`config.mk`:
```
export PLATFORM = sky130hd
export DESIGN_NAME = coinc_trigger
export DESIGN_NICKNAME = d
export VERILOG_FILES = /design/src/rtl/coinc_pkg.sv /design/src/rtl/coinc_chan_age.sv /design/src/rtl/coinc_datapath.sv /design/src/rtl/coinc_control.sv /design/src/rtl/coinc_trigger.sv
export SDC_FILE = /design/constraint.sdc
export NUM_CORES = 1
export LEC_CHECK = 0
export BUFFER_PORTS_ARGS = -buffer_cell sky130_fd_sc_hd__buf_4
export CORE_MARGIN = 4
export CORE_UTILIZATION = 45
export DETAILED_ROUTE_END_ITERATION = 12
export PLACE_DENSITY = 0.67
export REMOVE_ABC_BUFFERS = 1
export SYNTH_ARGS = -nofsm -noshare
export SYNTH_HDL_FRONTEND = slang
export SYNTH_SLANG_ARGS = --single-unit
```
`constraint.sdc`:
```
create_clock -name clk -period 11.3 [get_ports clk]
set_input_delay 2.26 -clock clk [delete_from_list [all_inputs] [get_ports clk]]
set_output_delay 2.26 -clock clk [all_outputs]
set_load 0.02 [all_outputs]
```
`src/rtl/coinc_pkg.sv`:
```
package coinc_pkg;
  typedef struct packed {
    logic cfgLoad;
    logic capture;
    logic forceAll;
  } ctrlStrobe_t;

  typedef enum logic {
    ST_ARMED = 1'b0,
    ST_HELD  = 1'b1
  } lockState_t;
endpackage

```
`src/rtl/coinc_chan_age.sv`:
```
module coinc_chan_age #(
  parameter int AW = 6
) (
  input  logic          clk,
  input  logic          rst,
  input  logic          tick,
  input  logic          hit,
  input  logic [AW-1:0] limit,
  output logic [AW-1:0] age,
  output logic          peakRst
);
  logic expire;
  assign expire = (age != '0) && (age >= limit);

  always_ff @(posedge clk) begin
    if (rst) begin
      age     <= '0;
      peakRst <= 1'b0;
    end else begin
      peakRst <= expire;
      if (expire) begin
        age <= '0;
      end else if (age == '0) begin
        if (hit) age <= AW'(1);
      end else if (tick) begin
        age <= age + AW'(1);
      end
    end
  end

  // expiry clears the age and pulses the peak reset
  a_r4_expire_clears: assert property (@(posedge clk) disable iff (rst)
    expire |=> (age == '0) && peakRst);

  // fresh hit on an idle channel starts at one
  a_r5_start_at_one: assert property (@(posedge clk) disable iff (rst)
    (age == '0) && hit |=> (age == AW'(1)));

  // no tick, no movement
  a_r5_hold_no_tick: assert property (@(posedge clk) disable iff (rst)
    (age != '0) && !expire && !tick |=> $stable(age));
endmodule

```
`src/rtl/coinc_datapath.sv`:
```
module coinc_datapath
  import coinc_pkg::*;
#(
  parameter int NCH = 8,
  parameter int NT  = 4,
  parameter int AW  = 6
) (
  input  logic              clk,
  input  logic              rst,
  input  logic              tick,
  input  logic [NCH-1:0]    hit,
  input  logic [AW-1:0]     thrW1,
  input  logic [AW-1:0]     thrW2,
  input  logic [AW-1:0]     thrW3,
  input  logic [AW-1:0]     thrW4,
  input  logic [NT*NCH-1:0] reqIn,
  input  logic [NT*NCH-1:0] vetoIn,
  input  logic [NT*NCH-1:0] readIn,
  input  ctrlStrobe_t       ctrl,
  output logic [NT-1:0]     condMet,
  output logic              allIdle,
  output logic [NT-1:0]     trigBits,
  output logic [NCH-1:0]    readoutMask,
  output logic [NCH-1:0]    peakReset
);
  localparam int MW = NT * NCH;

  logic [AW-1:0] cfgW1, cfgW2, cfgW3, cfgW4;
  logic [MW-1:0] cfgReq, cfgVeto, cfgRead;

  always_ff @(posedge clk) begin
    if (rst || ctrl.cfgLoad) begin
      cfgW1   <= thrW1;
      cfgW2   <= thrW2;
      cfgW3   <= thrW3;
      cfgW4   <= thrW4;
      cfgReq  <= reqIn;
      cfgVeto <= vetoIn;
      cfgRead <= readIn;
    end
  end

  logic [AW-1:0]  ageQ [NCH];
  logic [NCH-1:0] busy, inNarrow, inWide;

  for (genvar c = 0; c < NCH; c++) begin : g_chan
    coinc_chan_age #(.AW(AW)) u_age (
      .clk    (clk),
      .rst    (rst),
      .tick   (tick),
      .hit    (hit[c]),
      .limit  (cfgW4),
      .age    (ageQ[c]),
      .peakRst(peakReset[c])
    );
    assign busy[c]     = (ageQ[c] != '0);
    assign inNarrow[c] = busy[c] && (ageQ[c] >= cfgW2) && (ageQ[c] <= cfgW3);
    assign inWide[c]   = busy[c] && (ageQ[c] >= cfgW1) && (ageQ[c] <= cfgW4);
  end

  assign allIdle = ~|busy;

  for (genvar t = 0; t < NT; t++) begin : g_cond
    logic [NCH-1:0] reqT, vetoT;
    assign reqT  = cfgReq[t*NCH +: NCH];
    assign vetoT = cfgVeto[t*NCH +: NCH];
    assign condMet[t] = (reqT != '0) && ((reqT & ~inNarrow) == '0)
                        && ((vetoT & inWide) == '0);
  end

  logic [NCH-1:0] mergedMask;
  always_comb begin
    mergedMask = '0;
    for (int t = 0; t < NT; t++) begin
      if (condMet[t]) mergedMask = mergedMask | cfgRead[t*NCH +: NCH];
    end
  end

  always_ff @(posedge clk) begin
    if (rst) begin
      trigBits    <= '0;
      readoutMask <= '0;
    end else if (ctrl.capture) begin
      trigBits    <= condMet;
      readoutMask <= ctrl.forceAll ? '1 : mergedMask;
    end
  end

  // configuration frozen while any pulse is active
  a_r9_cfg_frozen: assert property (@(posedge clk) disable iff (rst)
    !allIdle |=> $stable({cfgW1, cfgW2, cfgW3, cfgW4, cfgReq, cfgVeto, cfgRead}));

  // random capture reads every channel
  a_r7_read_all: assert property (@(posedge clk) disable iff (rst)
    ctrl.capture && ctrl.forceAll |=> (&readoutMask));

  // held outputs change only on capture
  a_r6_hold_outputs: assert property (@(posedge clk) disable iff (rst)
    !ctrl.capture |=> $stable(trigBits) && $stable(readoutMask));
endmodule

```
`src/rtl/coinc_control.sv`:
```
module coinc_control
  import coinc_pkg::*;
(
  input  logic        clk,
  input  logic        rst,
  input  logic        anyCond,
  input  logic        randomReq,
  input  logic        allIdle,
  output ctrlStrobe_t ctrl,
  output logic        trigFire
);
  lockState_t state;
  logic fire;

  assign fire          = (state == ST_ARMED) && (anyCond || randomReq);
  assign ctrl.cfgLoad  = allIdle;
  assign ctrl.capture  = fire;
  assign ctrl.forceAll = randomReq;

  always_ff @(posedge clk) begin
    if (rst) begin
      state    <= ST_ARMED;
      trigFire <= 1'b0;
    end else begin
      trigFire <= fire;
      unique case (state)
        ST_ARMED: if (fire)    state <= ST_HELD;
        ST_HELD:  if (allIdle) state <= ST_ARMED;
        default:  state <= ST_ARMED;
      endcase
    end
  end

  // a firing is never followed directly by another
  a_r8_single_strobe: assert property (@(posedge clk) disable iff (rst)
    trigFire |=> !trigFire);

  // held lock blocks firing until all channels are idle
  a_r8_lock_holds: assert property (@(posedge clk) disable iff (rst)
    (state == ST_HELD) && !allIdle |=> !trigFire && (state == ST_HELD));
endmodule

```
`src/rtl/coinc_trigger.sv`:
```
module coinc_trigger
  import coinc_pkg::*;
#(
  parameter int NCH = 8,
  parameter int NT  = 4,
  parameter int AW  = 6
) (
  input  logic              clk,
  input  logic              rst,
  input  logic              sampleTick,
  input  logic [NCH-1:0]    hitIn,
  input  logic              randomReq,
  input  logic [AW-1:0]     winWideLo,
  input  logic [AW-1:0]     winNarrowLo,
  input  logic [AW-1:0]     winNarrowHi,
  input  logic [AW-1:0]     winWideHi,
  input  logic [NT*NCH-1:0] reqMaskFlat,
  input  logic [NT*NCH-1:0] vetoMaskFlat,
  input  logic [NT*NCH-1:0] readMaskFlat,
  output logic              trigFire,
  output logic [NT-1:0]     trigBits,
  output logic [NCH-1:0]    readoutMask,
  output logic [NCH-1:0]    peakReset
);
  ctrlStrobe_t   ctrl;
  logic [NT-1:0] condMet;
  logic          allIdle;

  coinc_datapath #(.NCH(NCH), .NT(NT), .AW(AW)) u_dp (
    .clk        (clk),
    .rst        (rst),
    .tick       (sampleTick),
    .hit        (hitIn),
    .thrW1      (winWideLo),
    .thrW2      (winNarrowLo),
    .thrW3      (winNarrowHi),
    .thrW4      (winWideHi),
    .reqIn      (reqMaskFlat),
    .vetoIn     (vetoMaskFlat),
    .readIn     (readMaskFlat),
    .ctrl       (ctrl),
    .condMet    (condMet),
    .allIdle    (allIdle),
    .trigBits   (trigBits),
    .readoutMask(readoutMask),
    .peakReset  (peakReset)
  );

  coinc_control u_ctl (
    .clk      (clk),
    .rst      (rst),
    .anyCond  (|condMet),
    .randomReq(randomReq),
    .allIdle  (allIdle),
    .ctrl     (ctrl),
    .trigFire (trigFire)
  );
endmodule

```
==> impl_metrics.env, run 1 <==
export IMPL_run_status="finished, final reports clean"
export IMPL_reg2reg_slack_ns=6.92
export IMPL_placed_cells=1609
export IMPL_cp_required_ns=11.64
export IMPL_grt_pass1_wl_mm=52.7
export IMPL_cts_buffers=17
export IMPL_via_per_inst=5.93
export IMPL_worstSetupStartpointType="register"
export IMPL_peakVddDrop_uv=93.7
export IMPL_yosysSeqAreaShare_pct=42.0
export IMPL_maxCapViolCount=0
export IMPL_grt_usage_pct=23.6
export IMPL_critPathArrivalTime_ns=4.72
export IMPL_fmax_mhz=228
export IMPL_yosysWarnings=0
export IMPL_grt_max_degree=76
export IMPL_drtPass1Iterations=5
export IMPL_antenna_found_initial=0
export IMPL_synth_edf_count=120
export IMPL_post_cts_setup_buffers=0
export IMPL_ys_ff_latch=190
export IMPL_synth_flop_cell="edfxtp_1"
export IMPL_postCtsHoldBufs=0
export IMPL_yosysTopAreaCellShare_pct=30.2
export IMPL_grt_pass1_vias=9459
export IMPL_period_share_pct=38.8
export IMPL_drtIter0Drc=831
export IMPL_cts_buffer_depth=2
export IMPL_avgSynthCellArea_um2=10.5
export IMPL_cts_max_level=4
export IMPL_worst_setup_path_end_kind="register"
export IMPL_synth_top_area_cell="edfxtp_1"
export IMPL_core_rowCount=59
export IMPL_wirelength_mm=34.8
export IMPL_finalSetupViolations=0
export IMPL_max_slew_margin_pct=30.3
export IMPL_finalCriticalPeriod_ns=4.38
export IMPL_fin_util_pct=53.8
export IMPL_io_buffers=152
export IMPL_design_core_area_mm2=0.0261
export IMPL_vias=9732
export IMPL_async_flop_share_pct=0
export IMPL_stdcell_count=1641
export IMPL_drc=0
export IMPL_cts_clk_slew_worst_paths_ns=0.08
export IMPL_tightest_slew_ns=1.02
export IMPL_numClockSinks=190
export IMPL_leakagePower_nw=6.17
export IMPL_cts_resized=0
export IMPL_root_buffer="clkbuf_16"
export IMPL_area_growth_pct=17.5
export IMPL_io_pins=153
export IMPL_setup_slack_ns=6.92
export IMPL_die_height_um=171
export IMPL_ant_nets=0
export IMPL_die_area_mm2=0.0292
export IMPL_dp_slack_ns=6.56
export IMPL_crit_type="register to register"
export IMPL_final_cell_mix="ha_1 (208), buf_4 (155), edfxtp_1 (120), inv_1 (88), a21oi_1 (84)"
export IMPL_yosysUniqueCellTypes=74
export IMPL_drive_above_1_share_pct=16.1
export IMPL_power_density_mw_per_mm2=131
export IMPL_synth_area_mm2=0.0119
export IMPL_cts_tree="yes"
export IMPL_fin_nets=1633
export IMPL_synth_cells=1141
export IMPL_diodes=0
export IMPL_hold_viol=0
export IMPL_worstSkewPairLatency_ns=0.46
export IMPL_hold_path_class="register to register"
export IMPL_hold_ws_ns=0.482
export IMPL_post_drt_wl_per_cell_um=21.2
export IMPL_worst_clock_skew_ns=0.0184
export IMPL_gp_congestion=0.886
export IMPL_synthTopCellsByArea="edfxtp_1 (30%), ha_1 (22%), dfxtp_1 (12%)"
export IMPL_final_max_slew_viol_count=0
export IMPL_dp_hpwl_mm=25.4
export IMPL_overflow=0
export IMPL_finalSetupTns_ns=0
export IMPL_fp_dieW_um=171
export IMPL_initial_core_util_pct=45.8
export IMPL_critPathMaxFanout=13
export IMPL_layout_commonest_cell="ha_1"
export IMPL_rsz0062_at_grt="false"
[final cells by class]
type,instances,area [um2]
Clock buffer,17,425
Clock inverter,15,205
Fill cell,2269,12000
Inverter,89,334
Multi-Input combinational cell,840,6460
Sequential cell,190,5000
Tap cell,335,419
Timing Repair Buffer,155,1160
[path summary, 6_finish.rpt]
kind	from	depth (start not counted)	end
setup / recovery	u_dp.cfgW1[3]	11	u_dp.trigBits[3]
hold / removal	u_dp.readoutMask[0]	2	u_dp.readoutMask[0]
setup reg to reg	u_dp.cfgW1[3]	11	u_dp.trigBits[3]
hold reg to reg	u_dp.readoutMask[0]	2	u_dp.readoutMask[0]
[synthesized netlist by cell type (all sizes together), types with 9 or more instances]
master   number
nor2         78
nand3        25
nor4         16
and2         10
xor2         18
and4          9
a21o         11
buf          14
a21oi        84
inv          88
dfxtp        70
o21a          9
a22oi        15
a211oi       12
ha          208
nand2b       29
a221oi       12
edfxtp      120
o21ai        38
nand4        52
a2111oi      11
nand2        65
nor3         29
[flip-flops by register name, summed over array words and instances, names as in the netlist]
name	cells
u_ctl.trigFire	1
u_dp.trigBits	4
u_dp.cfgReq	32
u_dp.g_chan.u_age.age	48
u_dp.cfgW3	6
u_dp.cfgVeto	32
u_dp.readoutMask	8
u_dp.cfgW4	6
u_dp.cfgRead	32
u_ctl.state	1
u_dp.cfgW2	6
u_dp.g_chan.u_age.peakRst	8
u_dp.cfgW1	6
[cells by family after synthesis]
group                    after synthesis  synth area share, %
flip-flops                           190                 42.0
XOR/XNOR                              24                 1.76
buffers and inverters                111                 3.95
multiplexers                           4                0.346
adder cells (fa/ha/maj)              208                 21.8
AO/OA/AOI/OAI                        270                 15.8
AND/OR/NAND/NOR                      334                 14.4
[critical path, cell delays in order (launching register included)]
cell	delay [ns]
edfxtp_1	0.36
inv_1	0.35
ha_1	0.34
a211oi_1	0.26
nor2_1	0.08
o311a_1	0.47
a2111oi_0	0.80
nand4_1	0.56
nor2_2	0.44
o41ai_2	0.13
buf_4	0.22
a32o_1	0.27
[layer usage]
metal	GRT usage (%)	part of all wire (%)
met1	31.5	42
met2	38.7	47
met3	3.84	6.9
met4	9.27	3.5
met5	0	0
[report_power, final]
| group | internal [W] | switching, W |
|---|---|---|
| registers | 0.000799 | 0.0000422 |
| clock network | 0.000307 | 0.000328 |
| logic | 0.000138 | 0.000224 |
[per-stage QoR]
| stage | cell area (um2) | power [W] |
|---|---|---|
| detailed placement | 13400 | 0.00121 |
| global route | 14000 | 0.00192 |
| finish | 14000 | 0.00184 |
| floorplan | 11800 | 0.00107 |
| CTS | 14000 | 0.00185 |
| global placement | 13400 | 0.00120 |
Note: power is estimated with default switching activity, not from simulation.
==> inputs of run 2 (changes only) <==
PLACE_DENSITY = not set   (was 0.67)
clock period = 4.25 ns   (was 11.3 ns; I/O delays follow)
==> impl_metrics.env, run 2 (synthesis gave the netlist of run 1 again) <==
export IMPL_worstSetupStartpointType="register"
export IMPL_switching_share_pct=32.0
export IMPL_hold_start="u_dp.readoutMask[7]"
export IMPL_setup_slack_ns=0.306
export IMPL_max_stage_delay_ns=0.84
export IMPL_cts_max_level=4
export IMPL_power_density_mw_per_mm2=342
export IMPL_critPathArrivalTime_ns=4.25
export IMPL_drc=0
export IMPL_finalSetupTns_ns=0
export IMPL_area_growth_pct=19.4
export IMPL_io_buffers=152
export IMPL_dp_hpwl_mm=28.8
export IMPL_maxCapViolCount=0
export IMPL_r2r_start="u_dp.cfgW4[1]"
export IMPL_grt_pass1_wl_mm=56.4
export IMPL_finalSetupViolations=0
export IMPL_final_cell_mix="ha_1 (208), buf_4 (188), edfxtp_1 (120), inv_1 (88), a21oi_1 (84)"
export IMPL_io_pins=153
export IMPL_fill_cells=2288
export IMPL_via_per_inst=5.94
export IMPL_drtPass1Iterations=5
export IMPL_reg2reg_slack_ns=0.31
export IMPL_critPathTopFamily="compound AO/OA/AOI/OAI gates"
export IMPL_final_max_slew_viol_count=0
export IMPL_overflow=0
export IMPL_grt_max_degree=98
export IMPL_hold_viol=0
export IMPL_gp_congestion=0.912
export IMPL_core_rowCount=59
export IMPL_max_slew_margin_pct=28.3
export IMPL_period_share_pct=92.8
export IMPL_wl_met1_mm=16.9
export IMPL_worst_setup_path_end_kind="register"
export IMPL_wirelength_mm=37.6
export IMPL_fin_util_pct=54.7
export IMPL_peakVddDrop_uv=231
export IMPL_cp_required_ns=4.56
export IMPL_rsz0062_at_grt="false"
export IMPL_dp_slack_ns=0.182
export IMPL_run_status="finished, final reports clean"
export IMPL_wl_met2_mm=16.6
export IMPL_cts_tree="yes"
export IMPL_root_buffer="clkbuf_16"
export IMPL_rr_worst_depth=12
export IMPL_drive_above_1_share_pct=18.1
export IMPL_antenna_found_initial=0
export IMPL_regMostFlops="u_dp.g_chan.u_age.age"
export IMPL_ant_nets=0
export IMPL_worst_hold_path_num_cells=2
export IMPL_stdcell_count=1676
export IMPL_r2r_end="u_dp.readoutMask[2]"
export IMPL_post_drt_wl_per_cell_um=22.4
export IMPL_met3RoutedLength_mm=2.76
export IMPL_path_cells="inv_1 > ha_1 > nand2b_1 > a21oi_1 > o22a_1 > a211oi_2 > a221oi_1 > nand2_1 > o21bai_2 > o41ai_2 > buf_4 > a221oi_2"
export IMPL_placed_cells=1643
export IMPL_layout_commonest_cell="ha_1"
export IMPL_clkPwrFrac_pct=33.2
export IMPL_routed_top_layer="met4"
export IMPL_p_seq_share_pct=46.0
export IMPL_fmax_mhz=254
export IMPL_grt_usage_pct=25.9
export IMPL_crit_type="register to register"
export IMPL_critPathSlowestCell="o41ai_2"
export IMPL_numClockSinks=190
export IMPL_design_core_area_mm2=0.0261
export IMPL_p_switching_w=0.00156
export IMPL_tightest_slew_ns=1.06
export IMPL_hold_path_class="register to register"
export IMPL_initial_core_util_pct=45.8
export IMPL_die_area_mm2=0.0292
export IMPL_hold_ws_ns=0.469
export IMPL_vias=9955
export IMPL_min_to="u_dp.readoutMask[7]"
export IMPL_fp_dieW_um=171
export IMPL_worst_clock_skew_ns=0.0197
export IMPL_cts_buffer_depth=2
export IMPL_cts_clk_slew_worst_paths_ns=0.08
export IMPL_grt_pass1_vias=9626
export IMPL_largest_reg_flops=48
export IMPL_power_frac_comb_pct=20.8
export IMPL_multiInputGateArea_mm2=0.00646
export IMPL_critical_path_buf_inv_count=2
export IMPL_intPower_w=0.00331
export IMPL_finalCriticalPeriod_ns=3.94
export IMPL_drtIter0Drc=828
export IMPL_seq_area_mm2=0.00500
export IMPL_critPathMaxFanout=9
export IMPL_fin_nets=1667
export IMPL_die_height_um=171
export IMPL_leakagePower_nw=6.34
export IMPL_worstSkewPairLatency_ns=0.45
export IMPL_cts_buffers=17
## run 2: final cells by class
type | instances | area share [%]
Multi-Input combinational cell | 840 | 45.4
Sequential cell | 190 | 35.1
Timing Repair Buffer | 189 | 10.0
Clock buffer | 17 | 2.99
Tap cell | 335 | 2.94
Inverter | 89 | 2.35
Clock inverter | 15 | 1.14
Antenna cell | 1 | 0.0176
## run 2: power groups by stage
| stage | clock [W] | sequential (W) | combinational [W] |
|---|---|---|---|
| final | 0.00162 | 0.00224 | 0.00101 |
| after global routing | 0.00173 | 0.00225 | 0.00112 |
| after CTS | 0.00165 | 0.00224 | 0.00100 |
| after detailed placement | 0 | 0.00228 | 0.000995 |
| after global placement | 0 | 0.00228 | 0.000975 |
| after floorplan | 0 | 0.00228 | 0.000579 |
## run 2: worst max-delay path by stage
stage                     slack, ns  cells past startpoint                        start                   to
after floorplan               -6.31                      4  u_dp.g_chan[0].u_age.age[2]      u_dp.cfgRead[0]
after global placement         0.20                     12                u_dp.cfgW1[3]  u_dp.readoutMask[1]
after detailed placement       0.18                     12                u_dp.cfgW1[3]  u_dp.readoutMask[0]
after CTS                      0.14                     12                u_dp.cfgW1[3]  u_dp.readoutMask[0]
after global routing           0.09                     12                u_dp.cfgW3[1]  u_dp.readoutMask[6]
final                          0.31                     12                u_dp.cfgW4[1]  u_dp.readoutMask[2]
## run 2: repair_timing
| item | CTS | global route |
|---|---|---|
| setup buffers | 0 | 0 |
| hold buffers | 0 | 0 |
| endpoints found under the setup margin | 0 | 8 |
| resized for setup | 0 | 1 |
## run 2: routing by layer
layer,track usage (%),vias to the layer above
met5,0,-
met4,9.89,0
met3,5.01,75
met2,39.2,402
met1,36.8,4735
li1,-,4743
## run 2: stage by stage
stage | total power [W] | cell area (um2)
finish | 0.00486 | 14200
floorplan | 0.00286 | 11800
global route | 0.00511 | 14200
detailed placement | 0.00327 | 13700
global placement | 0.00325 | 13700
CTS | 0.00489 | 14200
## run 2: worst min-delay path, stage by stage, from the launching register on
cell,delay (ns)
dfxtp_1,0.32
inv_1,0.06
a221oi_2,0.05
